**config.mk**
```make
export PLATFORM = sky130hd
export DESIGN_NAME = seg_addr_gen
export DESIGN_NICKNAME = d
export VERILOG_FILES = /design/src/rtl/seg_addr_pkg.sv /design/src/rtl/sea_offset.sv /design/src/rtl/sea_segsel.sv /design/src/rtl/sea_phys.sv /design/src/rtl/seg_addr_gen.sv
export SDC_FILE = /design/constraint.sdc
export NUM_CORES = 1
export LEC_CHECK = 0
export BUFFER_PORTS_ARGS = -buffer_cell sky130_fd_sc_hd__buf_4
export CAP_MARGIN = 20
export CORE_MARGIN = 2
export CORE_UTILIZATION = 30
export DETAILED_ROUTE_END_ITERATION = 6
export GPL_TIMING_DRIVEN = 0
export PLACE_DENSITY = 0.65
export SYNTH_ARGS = -nofsm -noshare
export SYNTH_HDL_FRONTEND = slang
export SYNTH_SLANG_ARGS = --single-unit
```
**constraint.sdc**
```tcl
create_clock -name clk -period 14.23 [get_ports clk]
set_clock_uncertainty 0.05 [all_clocks]
set_input_delay 1.423 -clock clk [delete_from_list [all_inputs] [get_ports clk]]
set_output_delay 1.423 -clock clk [all_outputs]
set_load 0.1 [all_outputs]
```
**src/rtl/seg_addr_pkg.sv**
```systemverilog
// Package: shared encodings for the segmented address generator.
// Assumes: the segment code order matches the override input encoding.
package seg_addr_pkg;
    typedef enum logic [2:0] {
        AM_DISP           = 3'd0,
        AM_BASE           = 3'd1,
        AM_INDEX          = 3'd2,
        AM_BASE_DISP      = 3'd3,
        AM_INDEX_DISP     = 3'd4,
        AM_BASE_INDEX     = 3'd5,
        AM_BASE_INDEX_DISP = 3'd6,
        AM_RSVD           = 3'd7
    } addr_mode_e;

    typedef enum logic [1:0] {
        SEG_ES = 2'd0,
        SEG_CS = 2'd1,
        SEG_SS = 2'd2,
        SEG_DS = 2'd3
    } seg_code_e;
endpackage

```
**src/rtl/sea_offset.sv**
```systemverilog
// Module: sea_offset
// Builds the 16-bit offset from base, index and displacement per mode.
// Assumes: OFF_W > SDISP_W; all sums wrap modulo 2^OFF_W.
module sea_offset
    import seg_addr_pkg::*;
#(
    parameter int OFF_W   = 16,
    parameter int SDISP_W = 8
) (
    input  logic [2:0]       mode,
    input  logic             base_sel,
    input  logic             index_sel,
    input  logic             disp_wide,
    input  logic [OFF_W-1:0] disp,
    input  logic [OFF_W-1:0] bx,
    input  logic [OFF_W-1:0] bp,
    input  logic [OFF_W-1:0] si,
    input  logic [OFF_W-1:0] di,
    output logic [OFF_W-1:0] offset,
    output logic             uses_bp
);
    localparam int EXT_W = OFF_W - SDISP_W;

    logic [OFF_W-1:0] base_v, idx_v, disp_v;
    logic             use_base, use_idx, use_disp;

    // Pick register operands and widen the displacement.
    always_comb begin
        base_v = base_sel  ? bp : bx;
        idx_v  = index_sel ? di : si;
        disp_v = disp_wide ? disp
                           : {{EXT_W{disp[SDISP_W-1]}}, disp[SDISP_W-1:0]};
    end

    // Decode which terms the mode adds.
    always_comb begin
        use_base = 1'b0;
        use_idx  = 1'b0;
        use_disp = 1'b0;
        case (addr_mode_e'(mode))
            AM_DISP:            use_disp = 1'b1;
            AM_BASE:            use_base = 1'b1;
            AM_INDEX:           use_idx  = 1'b1;
            AM_BASE_DISP:       begin use_base = 1'b1; use_disp = 1'b1; end
            AM_INDEX_DISP:      begin use_idx  = 1'b1; use_disp = 1'b1; end
            AM_BASE_INDEX:      begin use_base = 1'b1; use_idx  = 1'b1; end
            AM_BASE_INDEX_DISP: begin use_base = 1'b1; use_idx = 1'b1; use_disp = 1'b1; end
            default:            use_disp = 1'b1;
        endcase
    end

    // Sum the selected terms, truncated to the offset width.
    always_comb begin
        offset  = (use_base ? base_v : '0) + (use_idx ? idx_v : '0)
                + (use_disp ? disp_v : '0);
        uses_bp = use_base & base_sel;
    end
endmodule

```
**src/rtl/sea_segsel.sv**
```systemverilog
// Module: sea_segsel
// Chooses the segment register: override, then string destination,
// then BP-based stack default, then DS.
// Assumes: override codes use seg_code_e encoding.
module sea_segsel
    import seg_addr_pkg::*;
#(
    parameter int SEG_W = 16
) (
    input  logic             uses_bp,
    input  logic             str_dst,
    input  logic             ovr_en,
    input  logic [1:0]       ovr_seg,
    input  logic [SEG_W-1:0] cs,
    input  logic [SEG_W-1:0] ds,
    input  logic [SEG_W-1:0] es,
    input  logic [SEG_W-1:0] ss,
    output logic [1:0]       seg_code,
    output logic [SEG_W-1:0] seg_val
);
    // Apply the priority order to pick the segment code.
    always_comb begin
        if (ovr_en)       seg_code = ovr_seg;
        else if (str_dst) seg_code = SEG_ES;
        else if (uses_bp) seg_code = SEG_SS;
        else              seg_code = SEG_DS;
    end

    // Fetch the value of the chosen segment register.
    always_comb begin
        case (seg_code_e'(seg_code))
            SEG_ES:  seg_val = es;
            SEG_CS:  seg_val = cs;
            SEG_SS:  seg_val = ss;
            default: seg_val = ds;
        endcase
    end
endmodule

```
**src/rtl/sea_phys.sv**
```systemverilog
// Module: sea_phys
// Forms the physical address and the bank controls.
// Assumes: OFF_W <= SEG_W + SHIFT; result wraps modulo 2^(SEG_W+SHIFT).
module sea_phys #(
    parameter int SEG_W = 16,
    parameter int OFF_W = 16,
    parameter int SHIFT = 4
) (
    input  logic [SEG_W-1:0]       seg_val,
    input  logic [OFF_W-1:0]       offset,
    input  logic                   word,
    output logic [SEG_W+SHIFT-1:0] paddr,
    output logic                   bhe_n,
    output logic                   misalign
);
    localparam int PA_W = SEG_W + SHIFT;
    localparam int PAD_W = PA_W - OFF_W;

    logic [PA_W-1:0] seg_sh, off_ext;

    // Shift the segment and zero-extend the offset.
    always_comb begin
        seg_sh  = {seg_val, {SHIFT{1'b0}}};
        off_ext = {{PAD_W{1'b0}}, offset};
    end

    // Add, and derive the bank enable and the misaligned flag from bit 0.
    always_comb begin
        paddr    = seg_sh + off_ext;
        bhe_n    = ~(paddr[0] | word);
        misalign = paddr[0] & word;
    end
endmodule

```
**src/rtl/seg_addr_gen.sv**
```systemverilog
// Module: seg_addr_gen (top)
// Registers the physical address, the bank controls and the segment code
// one cycle after a request.
// Assumes: synchronous active-low reset; outputs hold between requests.
module seg_addr_gen
    import seg_addr_pkg::*;
#(
    parameter int SEG_W   = 16,
    parameter int OFF_W   = 16,
    parameter int SHIFT   = 4,
    parameter int SDISP_W = 8
) (
    input  logic        clk,
    input  logic        rst_n,
    input  logic        req_i,
    input  logic [2:0]  mode_i,
    input  logic        base_sel_i,
    input  logic        index_sel_i,
    input  logic        disp_wide_i,
    input  logic [15:0] disp_i,
    input  logic [15:0] bx_i,
    input  logic [15:0] bp_i,
    input  logic [15:0] si_i,
    input  logic [15:0] di_i,
    input  logic [15:0] cs_i,
    input  logic [15:0] ds_i,
    input  logic [15:0] es_i,
    input  logic [15:0] ss_i,
    input  logic        ovr_en_i,
    input  logic [1:0]  ovr_seg_i,
    input  logic        str_dst_i,
    input  logic        word_i,
    output logic        valid_o,
    output logic [19:0] paddr_o,
    output logic        bhe_n_o,
    output logic        misalign_o,
    output logic [1:0]  seg_sel_o
);
    localparam int PA_W = SEG_W + SHIFT;

    logic [OFF_W-1:0] offset_c;
    logic             uses_bp_c;
    logic [1:0]       seg_code_c;
    logic [SEG_W-1:0] seg_val_c;
    logic [PA_W-1:0]  paddr_c;
    logic             bhe_n_c, misalign_c;

    sea_offset #(.OFF_W(OFF_W), .SDISP_W(SDISP_W)) u_offset (
        .mode(mode_i), .base_sel(base_sel_i), .index_sel(index_sel_i),
        .disp_wide(disp_wide_i), .disp(disp_i),
        .bx(bx_i), .bp(bp_i), .si(si_i), .di(di_i),
        .offset(offset_c), .uses_bp(uses_bp_c)
    );

    sea_segsel #(.SEG_W(SEG_W)) u_segsel (
        .uses_bp(uses_bp_c), .str_dst(str_dst_i), .ovr_en(ovr_en_i),
        .ovr_seg(ovr_seg_i), .cs(cs_i), .ds(ds_i), .es(es_i), .ss(ss_i),
        .seg_code(seg_code_c), .seg_val(seg_val_c)
    );

    sea_phys #(.SEG_W(SEG_W), .OFF_W(OFF_W), .SHIFT(SHIFT)) u_phys (
        .seg_val(seg_val_c), .offset(offset_c), .word(word_i),
        .paddr(paddr_c), .bhe_n(bhe_n_c), .misalign(misalign_c)
    );

    // Output stage: capture the result on a request, else hold it.
    always_ff @(posedge clk) begin
        if (!rst_n) begin
            valid_o    <= 1'b0;
            paddr_o    <= '0;
            bhe_n_o    <= 1'b1;
            misalign_o <= 1'b0;
            seg_sel_o  <= '0;
        end else begin
            valid_o <= req_i;
            if (req_i) begin
                paddr_o    <= paddr_c;
                bhe_n_o    <= bhe_n_c;
                misalign_o <= misalign_c;
                seg_sel_o  <= seg_code_c;
            end
        end
    end

    assert_valid_follows_req_R10: assert property (@(posedge clk) disable iff (!rst_n)
        valid_o == $past(req_i));
    assert_hold_when_idle_R10: assert property (@(posedge clk) disable iff (!rst_n)
        !$past(req_i) |-> ($stable(paddr_o) && $stable(seg_sel_o)));
    assert_misalign_drives_high_bank_R9: assert property (@(posedge clk) disable iff (!rst_n)
        misalign_o |-> !bhe_n_o);
    assert_even_byte_low_bank_only_R8: assert property (@(posedge clk) disable iff (!rst_n)
        ($past(req_i) && !$past(word_i) && !paddr_o[0]) |-> bhe_n_o);
    assert_override_wins_R7: assert property (@(posedge clk) disable iff (!rst_n)
        ($past(req_i) && $past(ovr_en_i)) |-> seg_sel_o == $past(ovr_seg_i));
    assert_string_dest_es_R6: assert property (@(posedge clk) disable iff (!rst_n)
        ($past(req_i) && !$past(ovr_en_i) && $past(str_dst_i)) |-> seg_sel_o == 2'd0);
endmodule

```
# After elaboration in Yosys (flattened, before gate mapping)
# Cells that the tools add are included.
op_classes:
  n_mul: 0
  mux: 12
  reduce_logical: 4
  n_eq_ne: 8
  addsub: 3
  div_mod_pow: 0
  magnitude_cmp: 0
  n_bitwise: 4
  shift: 0
op_table:
  columns: ["cell", "n"]
  rows:
  - ["16-bit 2-to-1 mux", 6]
  - ["16-bit one-hot mux with 3 select lines", 1]
  - ["16-bit adder", 2]
  - ["20-bit by 16-bit adder with 20-bit output", 1]
  - ["3-bit equality test (second input constant)", 3]
  - ["4-bit OR reduction", 2]
  - ["3-bit by 2-bit equality test with 1-bit output (second input constant)", 2]
  - ["2-bit 2-to-1 mux", 2]
  - ["3-bit by 1-bit equality test with 1-bit output (second input constant)", 1]
  - ["1-bit 2-to-1 mux", 3]
  - ["3-bit OR reduction", 1]
  - ["1-bit bitwise AND", 2]
  - ["2-bit by 1-bit equality test with 1-bit output (second input constant)", 1]
  - ["2-bit equality test (second input constant)", 1]
  - ["2-bit logical NOT", 1]
  - ["1-bit inverter", 1]
  - ["1-bit bitwise OR", 1]
word_totals:
  out_inout_bits: 25
  input_bits: 158
  romBits: 0
  reg_bits: 25
  mem_count: 0
  latchBits: 0
  ram_bits: 0

# Depth between registers and ports, before layout
# Gate-level depths: netlist of run 1.
depth:
  ltp_word: 12
  ltp_mapped: 22
  mapped_depth_nobuf: 21

# Cells and area by module
# From an unflattened synthesis of run 1, not the netlist that was laid out.
unflattened:
  cells_unflattened: 503
  area_unflattened_um2: 4150.2
modules_own_cells:
  columns: ["module", "cells_each", "n_inst", "area_each_um2", "seq_area_each_um2"]
  rows:
  - ["sea_offset", 254, 1, 1816.7, 0.0]
  - ["seg_addr_gen", 79, 1, 953.4, 500.5]
  - ["sea_phys", 112, 1, 812.0, 0.0]
  - ["sea_segsel", 58, 1, 568.0, 0.0]

# Worst setup path before layout of run 1
# No wires, ideal clock.
synth_timing:
  path_type: "input -> register"
  startpoint: "in index_sel_i"
  endpoint: "reg paddr_o[17]"
  t_required_ps: 14089
  setup_slack_ps: 8080
  arrival_time_ps: 6009
  path_stages: 21
  setup_time_ps: 91
  path_buffers: 2
  path_cell_list: "clkbuf_1 buf_1 mux2_2 nand2_1 fa_1 inv_1 ha_1 fa_1 a21o_1 a22o_1 o31a_1 o2111ai_1 a311o_1 xnor2_1 ha_1 a21o_1 a21o_1 a21o_1 a41oi_1 o21ai_0 a311oi_1"
synth_via:
  elab_chain_len: 5
synth_rtl:
  columns: ["item", "line", "source"]
  rows:
  - ["start, declared", "seg_addr_gen.sv:18", "input logic index_sel_i,"]
  - ["16-bit 2-to-1 mux", "sea_offset.sv:30", "idx_v = index_sel ? di : si;"]
  - ["16-bit 2-to-1 mux", "sea_offset.sv:54", "offset = (use_base ? base_v : '0) + (use_idx ? idx_v : '0)"]
  - ["16-bit adder", "sea_offset.sv:54", null]
  - ["16-bit adder", "sea_offset.sv:55", "+ (use_disp ? disp_v : '0);"]
  - ["20-bit by 16-bit adder with 20-bit output", "sea_phys.sv:29", "paddr = seg_sh + off_ext;"]
  - ["end signal, assigned", "seg_addr_gen.sv:77", "paddr_o <= paddr_c;"]
  - ["end, declared", "seg_addr_gen.sv:34", "output logic [19:0] paddr_o,"]
# Every way passes these cells.
# A chain may end at the register's enable or synchronous reset.

# Worst setup path after layout of run 1
layout_timing:
  startpoint: "in index_sel_i"
  endpoint: "reg paddr_o[14]"
# The elaborated chain is that of the path after synthesis.

==> results.cfg, run 1 <==
[critical_path]
r2r_slack_ns = 13.45
criticalPathCategory = input port to register
timing.rr.end = paddr_o[17]
regToRegStartpoint = paddr_o[17]
end_kind = register
critPathArrivalTime_ns = 6.92
crit_chain = clkbuf_1 > buf_1 > mux2_2 > nand2_1 > fa_1 > inv_1 > ha_1 > fa_1 > a21o_1 > a22o_1 > o31a_1 > o21a_1 > nor2_1 > xnor2_1 > ha_1 > o21ai_0 > a21boi_0 > a21boi_0 > o31ai_1 > mux2_2 > o311ai_0
path_max_fanout = 10
required_ns = 14.30
slowest_delay_ns = 0.57
cp_num_buf_inv = 3
ff2ff_path_depth = 2
crit_family = compound AO/OA/AOI/OAI gates
slowest_stage = buf_1
cp-start-kind = input port

[final_layout]
synthToLayoutAreaGrowth_pct = 44.6
fin_util_pct = 44.0
multi_input_area_sq_um = 2880
mostFrequentLayoutCells = buf_4 (179), nand2_1 (76), inv_1 (37)
antenna_cells = 0
fin_nets = 826
register_area_sq_um = 500
fin_cells = 771
layout.cells.most_common = buf_4
fill_cells = 1218
layout-drive-gt1-share_pct = 37.7

[global_route]
grt_max_degree = 16
grt_pass1_wl_microns = 19200
grt_overflow_total = 0
grt_pass1_vias = 3947
grt_use_total_pct = 18.3
antenna_found_initial = 0

[synthesis]
avgSynthCellArea_sq_um = 8.18
yosys_warnings = 0
synthArstFlopShare_pct = 0
synth_edf_count = 0
synthTopCellsByArea = dfxtp_1 (14%), fa_1 (9.4%), mux2_2 (9.4%)
yosysTopAreaCell = dfxtp_1
synth_fp_nets = 642
synth.top_cell.area_share_pct = 13.9
ys_seq_area_share_pct = 13.9
synth_top_flop_cell = dfxtp_1
syn_area_sq_um = 3610
synth.ff_latch_count = 25
syn_inst = 441
synth.distinct_cells = 53

[place]
hpwlAfterDp_microns = 10400
place.port_buffers = 179
routabilityCongestion = 0.838
dp.cells = 767

[sta]
worstMarginPinSlew_ns = 0.792
relSlewSlack_pct = 47.2
finalSetupViolations = 0
max_freq_ghz = 0.146
rsz0062_at_grt = false
finalHoldViolations = 0
layout_worst_path_cycle_share_pct = 48.1
drv_slew = 0
post-route-min-period_ns = 6.85
fin_tns_setup_ns = 0

[detailed_routing]
firstDrtPassIters = 4
drt_wl_total_microns = 11900
drt_iter0_markers = 164
num_vias = 3803
drc_errors = 0
via_per_inst = 4.93
drtAntennaViolNets = 0
route.detailed.wl_per_inst_microns = 15.4

[die]
die_h_microns = 114
die_x_microns = 114
core_area_sq_um = 11900
initial_core_util_pct = 30.4
io_pins = 183
dieArea_sq_um = 12900
row_count = 40

[clock_tree]
cts.path.max_buffers = 2
clkTransAtPathRegs_ns = 0.07
clock-root-buffer = clkbuf_16
clock-sinks = 25
cts_buffers = 3
cts_resized = 0
h-tree-depth = 1
holdBufCountCts = 0
worstSkewPairLatency_ns = 0.26
cts_setup_buffers = 0
cts_tree = done

[power_and_ir_drop]
intPower_mw = 0.312
vdd_drop_max_mv = 0.0535
p_sw_share_pct = 53.4
power.total_mw = 0.670
power_density_nw_per_um2 = 128
clkPwrFrac_pct = 9.6
p_leak_nw = 2.63
power.switching_mw = 0.357
pwr-share-seq_pct = 15.0
combPwrFrac_pct = 75.4

[min_path]
hold_depth = 2
hold_path_end = misalign_o
min_from = misalign_o
hold_path_class = register to register

[outcome]
status = finished clean

[flow_run]
cap_violations = 0
## power by group through the flow
| stage | logic (mW) | clock network, mW | registers [mW] |
|---|---|---|---|
| final | 0.505 | 0.0640 | 0.101 |
| after global routing | 0.548 | 0.0689 | 0.102 |
| after CTS | 0.509 | 0.0650 | 0.101 |
| after detailed placement | 0.508 | 0 | 0.102 |
| after global placement | 0.503 | 0 | 0.102 |
| after floorplan | 0.242 | 0 | 0.233 |
## cells in the mapped netlist, types with 5 or more instances
master and count:
mux2i_1 15, o21ai_0 15, dfxtp_1 25, a21o_1 12, xor2_1 6, nand3_1 15
nor3_1 7, a21oi_1 20, mux2_2 30, inv_1 37, xnor2_1 18, clkbuf_1 13
mux4_2 14, o21a_1 8, nor2_1 31, fa_1 17, nand2_1 76, ha_1 26
a211oi_1 5
## metal layers
layer,wire length [microns],track usage (%),vias up
met4,108,3.17,0
met3,620,1.54,6
met1,5520,25.7,1766
met5,0,0,-
li1,-,-,1898
met2,5610,31.3,133
## cell families after synthesis
| group | count (synthesis) | share of synthesized area (%) |
|---|---|---|
| and+or+nand+nor | 153 | 18.5 |
| AOI/OAI and AO/OA | 79 | 14.4 |
| muxes | 59 | 22.3 |
| buffers and inverters | 57 | 6.21 |
| adders and majority gates | 43 | 18.4 |
| xor gates and xnor gates | 25 | 6.28 |
| DFF | 25 | 13.9 |
## flip-flops by register name, indices dropped and copies added, names as in the netlist
name and count:
bhe_n_o 1, misalign_o 1, paddr_o 20, seg_sel_o 2, valid_o 1
## metrics by stage
| step | worst slack [ns] | instance area [sq um] | hold WS [ns] |
|---|---|---|---|
| floorplan | 8.08 | 3610 | 0.855 |
| CTS | 7.37 | 5220 | 0.433 |
| global route | 6.99 | 5220 | 0.465 |
| global placement | 7.15 | 5140 | 0.404 |
| detailed placement | 7.12 | 5140 | 0.417 |
| finish | 7.38 | 5220 | 0.428 |
## worst max-delay path by stage
stage	slack, ns	to	depth (start not counted)	startpoint
after floorplan	8.08	paddr_o[17]	21	index_sel_i
after global placement	7.15	paddr_o[17]	19	index_sel_i
after detailed placement	7.12	paddr_o[14]	21	index_sel_i
after CTS	7.37	paddr_o[14]	21	index_sel_i
after global routing	6.99	paddr_o[18]	22	index_sel_i
final	7.38	paddr_o[14]	21	index_sel_i
## layout make-up
cell class | instances | area share, %
multi-input cells | 359 | 55.3
repair buffers | 179 | 25.7
flip-flops and latches | 25 | 9.59
well taps | 147 | 3.52
inverters | 38 | 2.73
plain buffers | 19 | 1.56
clock buffers | 3 | 1.44
clock inverters | 1 | 0.144
## worst min-delay path: cells and delay by family (launching register included)
kind,cells,cell delay [ns]
AO/OA/AOI/OAI,1,0.05
flip-flops,1,0.31
AND/OR/NAND/NOR,1,0.06
Power figures use the tool's default switching activity.
==> run 2, diff against run 1 <==
- clock period: 14.23 -> 6.3 ns (I/O delays scaled with it)
==> run 2 against run 1 <==
  * Clock power rose by 130%
  * Die area is the same
  * Critical path depth up 1
  * Sequential share of layout area unchanged
  * Utilization stayed put
  * Cell area did not move
  * Routed wire length shrank 0.29%
  * First-iteration DRC count down 3.7%
  * Combinational power rose by 130%
  * Largest cell class unchanged
  * Largest power group unchanged
==> results.cfg, run 2 (synthesized netlist as in run 1, its figures left out) <==
[critical_path]
regToRegStartpoint = paddr_o[17]
end_kind = register
crit_start = mode_i[0]
path_max_fanout = 10
critPathArrivalTime_ns = 5.94
crit_chain = buf_4 > or2b_1 > o21a_1 > clkbuf_1 > nand2_1 > fa_1 > inv_1 > ha_1 > fa_1 > a21o_1 > a22o_1 > o31a_1 > o2111ai_1 > a311o_1 > xnor2_1 > ha_1 > a21o_1 > a21o_1 > a21o_1 > a41oi_1 > o21ai_0 > a311oi_1
slowest_delay_ns = 0.51
cp-start-kind = input port
slowest_stage = fa_1
crit_family = compound AO/OA/AOI/OAI gates
required_ns = 6.42
criticalPathCategory = input port to register
critPathMostFrequentCell = a21o_1
cp_num_buf_inv = 3

[power_and_ir_drop]
combPwrFrac_pct = 75.4
vdd_drop_max_mv = 0.121
power.switching_mw = 0.808
p_sw_share_pct = 53.4
pwr-share-seq_pct = 15.0
clkPwrFrac_pct = 9.5
p_leak_nw = 2.64
intPower_mw = 0.706
power_density_nw_per_um2 = 290

[place]
place.port_buffers = 179
routabilityCongestion = 0.838
dpl-instance-area_sq_um = 5140
hpwlAfterDp_microns = 10400

[clock_tree]
cts_tree = done
cts_buffers = 3
cts_resized = 0
holdBufCountCts = 0
clock-root-buffer = clkbuf_16
cts.path.max_buffers = 2
clkTransAtPathRegs_ns = 0.07
worstSkewPairLatency_ns = 0.26
h-tree-depth = 1
cts_setup_buffers = 0
clock-sinks = 25

[sta]
max_freq_ghz = 0.172
fin_tns_setup_ns = 0
drv_slew = 0
rsz0062_at_grt = false
finalSetupViolations = 0
layout_worst_path_cycle_share_pct = 92.4
worstMarginPinSlew_ns = 0.790
relSlewSlack_pct = 47.3
post-route-min-period_ns = 5.82
finalHoldViolations = 0

[detailed_routing]
route.detailed.wl_per_inst_microns = 15.4
num_vias = 3818
drtAntennaViolNets = 0
drc_errors = 0
via_per_inst = 4.96
drt_wl_total_microns = 11800
firstDrtPassIters = 4
drt_iter0_markers = 158

[global_route]
use_met3_pct = 1.54
antenna_found_initial = 0
gr-usage-met1_pct = 25.7
grt_max_degree = 16
grt_overflow_total = 0
grt_use_total_pct = 18.3
met2_usage_pct = 31.3
grt-busiest-layer = met2
grt_pass1_vias = 3947
grt_pass1_wl_microns = 19200

[final_layout]
antenna_cells = 0
layout-drive-gt1-share_pct = 38.2
layout.cells.most_common = buf_4
regMostFlops = paddr_o
register_area_sq_um = 500
fill_cells = 1214
top_regs = paddr_o: 20 flops, seg_sel_o: 2 flops
mostFrequentLayoutCells = buf_4 (179), nand2_1 (76), inv_1 (37)
synthToLayoutAreaGrowth_pct = 44.6
largest_reg_flops = 20
multi_input_area_sq_um = 2880
design_area_sq_um = 5220
fin_nets = 825

[die]
io_pins = 183
die_x_microns = 114
die_h_microns = 114
core_area_sq_um = 11900
row_count = 40
initial_core_util_pct = 30.4
dieArea_sq_um = 12900

[outcome]
status = finished clean

[flow_run]
cap_violations = 0

[min_path]
min_from = paddr_o[8]
hold_path_class = register to register
[run 2: changes by cell type in the layout (fill, tap and decap cells not counted), sizes merged]
cell	before	now
buf	185	184
[run 2: worst register-to-register path: stages, from the launching register on]
cell and delay [ns]:
dfxtp_1 0.35, nor2_1 0.05, a311oi_1 0.25
[run 2: cell type report]
class / count / area share, %
inverter: 38 / 2.73
timing repair buffer: 179 / 25.7
clock inverter: 1 / 0.144
multi-input combinational: 359 / 55.3
clock buffer: 3 / 1.44
sequential: 25 / 9.59
tap: 147 / 3.52
buffer: 18 / 1.56
[run 2: final timing paths]
kind                 endpoint  slack, ns  depth (start not counted)
setup / recovery  paddr_o[17]       0.48                         22
hold / removal     paddr_o[8]       0.43                          2
setup reg to reg  paddr_o[17]       5.52                          2
hold reg to reg    paddr_o[8]       0.43                          2
[run 2: routing by layer]
metal | routed length (microns) | part of all wire, % | vias to the layer above
li1 | - | - | 1899
met1 | 5520 | 47 | 1775
met2 | 5580 | 47 | 138
met3 | 609 | 5.2 | 6
met4 | 108 | 0.91 | 0
met5 | 0 | 0 | -
[run 2: power by group through the flow]
stage	Clock (mW)	Sequential, mW	Combinational, mW
after floorplan	0	0.527	0.546
after global placement	0	0.230	1.14
after detailed placement	0	0.231	1.15
after CTS	0.147	0.228	1.15
after global routing	0.156	0.231	1.24
final	0.144	0.228	1.14
[run 2: per-stage QoR]
| step | hold slack (ns) | power (mW) | cells | util [%] | worst slack (ns) |
|---|---|---|---|---|---|
| finish | 0.432 | 1.51 | 770 | 44.0 | 0.482 |
| global route | 0.465 | 1.63 | 770 | 44.0 | 0.0351 |
| CTS | 0.433 | 1.52 | 771 | 44.0 | 0.232 |
| detailed placement | 0.417 | 1.38 | 767 | 43.3 | -0.0125 |
| global placement | 0.404 | 1.37 | 767 | 43.3 | 0.0107 |
| floorplan | 0.748 | 1.07 | 441 | - | 0.943 |
==> run 3, diff against run 2 <==
- ABC_AREA: not set -> 1
- PLACE_DENSITY: 0.65 -> 0.66
- clock period: 6.3 -> 5.15 ns (I/O delays scaled with it)
==> run 3 against run 2 <==
  * Synthesized cell count is 39% higher
  * Sequential power grew 14%
  * Total power rose by 13%
  * Area after synthesis grew 5.6%
  * Sequential share of layout area shrank 0.51 points
  * Clock power grew 16%
  * Count of clock-buffer cells in the layout grew 1
  * Largest cell class unchanged
  * Hold slack got worse by 0.025 ns
==> results.cfg, run 3 <==
[detailed_routing]
drt_iter0_markers = 156
drtAntennaViolNets = 0
firstDrtPassIters = 4
via_per_inst = 4.49
drt_wl_total_microns = 11400
drc_errors = 0
route.detailed.wl_per_inst_microns = 11.8
num_vias = 4349

[synthesis]
synth_top_flop_cell = dfxtp_1
syn_inst = 612
synth.ff_latch_count = 25
synthTopCellsByArea = nand2_1 (19%), dfxtp_1 (13%), fa_1 (8.9%)
synth.distinct_cells = 44
synth_edf_count = 0
syn_area_sq_um = 3810
synthArstFlopShare_pct = 0
synth_fp_nets = 813
yosys_warnings = 0
synth_common_cells = nand2_1 (196), inv_1 (89), o21ai_0 (41)
ys_seq_area_share_pct = 13.1
avgSynthCellArea_sq_um = 6.23
synth.top_cell.area_share_pct = 19.3
yosysTopAreaCell = nand2_1
yosysMostFrequentCell = nand2_1

[sta]
worstMarginPinSlew_ns = 0.481
post-route-min-period_ns = 4.73
timing.final.ws_setup_ns = 0.418
fin_tns_setup_ns = 0
layout_worst_path_cycle_share_pct = 91.9
finalSetupViolations = 0
drv_slew = 0
relSlewSlack_pct = 67.6
max_freq_ghz = 0.211
finalHoldViolations = 0
holdWs_ns = 0.407

[critical_path]
crit_family = simple AND/OR/NAND/NOR gates
required_ns = 5.26
crit_start = base_sel_i
cp-start-kind = input port
criticalPathCategory = input port to register
ff2ff_path_depth = 4
slowest_stage = fa_1
cp_num_buf_inv = 6
crit_cells = 31
crit_end = paddr_o[19]
r2r_slack_ns = 4.40
slowest_delay_ns = 0.54
path_max_fanout = 10
timing.rr.end = paddr_o[9]
regToRegStartpoint = paddr_o[9]
critPathMostFrequentCell = nand2_1
end_kind = register
critPathArrivalTime_ns = 4.84

[clock_tree]
cts.path.max_buffers = 2
cts_tree = done
h-tree-depth = 1
clock-sinks = 25
worstSkewPairLatency_ns = 0.25
cts_buffers = 3
clock-root-buffer = clkbuf_16
clkTransAtPathRegs_ns = 0.06

[final_layout]
regMostFlops = paddr_o
antenna_cells = 0
fin_util_pct = 44.0
mostFrequentLayoutCells = nand2_1 (195), buf_4 (185), inv_1 (87)
top_regs = paddr_o: 20 flops, seg_sel_o: 2 flops
design_area_sq_um = 5510
fin_cells = 969
synthToLayoutAreaGrowth_pct = 44.6
largest_reg_flops = 20
fill_cells = 1401
layout-drive-gt1-share_pct = 30.2
layout.cells.most_common = nand2_1
fin_nets = 999

[die]
die_x_microns = 117
initial_core_util_pct = 30.4
io_pins = 183
core_area_sq_um = 12500
die_h_microns = 117
row_count = 41
dieArea_sq_um = 13600

[global_route]
grt_max_degree = 17
antenna_found_initial = 0
grt_pass1_wl_microns = 18300
grt_overflow_total = 0
grt_use_total_pct = 16.4
grt_pass1_vias = 4073

[power_and_ir_drop]
intPower_mw = 0.800
clkPwrFrac_pct = 9.7
power.switching_mw = 0.917
combPwrFrac_pct = 75.1
power_density_nw_per_um2 = 312
p_leak_nw = 3.08
power.total_mw = 1.72
pwr-share-seq_pct = 15.1
vdd_drop_max_mv = 0.169
p_sw_share_pct = 53.4

[place]
place_ws_ns = -0.470
dpl-instance-area_sq_um = 5360
routabilityCongestion = 0.888
dp.cells = 962
place.port_buffers = 178
hpwlAfterDp_microns = 9890

[min_path]
hold_path_class = input port to register

[flow_run]
cap_violations = 0

[outcome]
status = finished clean
## run 3: changes by cell type after synthesis, moves of 8 or more
cell | before | now
xnor2_1 | 18 | 10
xor2_1 | 6 | 14
a21o_1 | 12 | 4
a21oi_1 | 20 | 31
inv_1 | 37 | 89
o21ai_0 | 15 | 41
mux2_2 | 30 | 16
nand2_1 | 76 | 196
mux2i_1 | 15 | 0
nand3_1 | 15 | 23
mux4_2 | 14 | 0
## run 3: layer usage
metal	share of wire (%)	GRT usage (%)	wire length [microns]
met3	4.3	1.09	486
met4	0.95	2.67	109
met2	49	29.0	5570
met5	0	0	0
met1	46	22.2	5260
## run 3: what timing repair did
item                       CTS  global route
setup endpoints to repair    5             6
hold buffers                 0             0
resized for setup            2            20
pin swaps                    0             2
setup buffers                0             5
## run 3: final cells by class
type | count | area (sq um) | share of cell area [%]
Multi-Input combinational cell | 474 | 2880 | 52.3
Timing Repair Buffer | 183 | 1370 | 24.9
Sequential cell | 25 | 500 | 9.08
Inverter | 91 | 349 | 6.34
Tap cell | 172 | 215 | 3.91
Buffer | 20 | 111 | 2.02
Clock buffer | 4 | 78.8 | 1.43
## run 3: worst min-delay path by stage
stage | start | cells past startpoint | slack [ns] | to
detailed placement | bhe_n_o | 2 | 0.41 | bhe_n_o
floorplan | word_i | 1 | 0.57 | bhe_n_o
global route | word_i | 2 | 0.41 | bhe_n_o
finish | word_i | 2 | 0.41 | bhe_n_o
global placement | bhe_n_o | 2 | 0.41 | bhe_n_o
CTS | word_i | 2 | 0.40 | bhe_n_o
## run 3: cells by family (layout without fill, tap and decap cells)
family	count (synthesis)	in the layout	synth area share, %
and+or+nand+nor	285	285	31.6
buffers and inverters	113	298	11.7
AOI/OAI and AO/OA	106	106	15.8
adders and majority gates	43	43	17.5
DFF	25	25	13.1
xor gates and xnor gates	24	24	5.52
muxes	16	16	4.73
## run 3: power groups by stage
stage	Sequential, mW	Combinational [mW]	Clock [mW]
finish	0.260	1.29	0.167
floorplan	0.544	0.675	0
global placement	0.264	1.27	0
CTS	0.260	1.28	0.170
detailed placement	0.263	1.28	0
global route	0.263	1.44	0.179
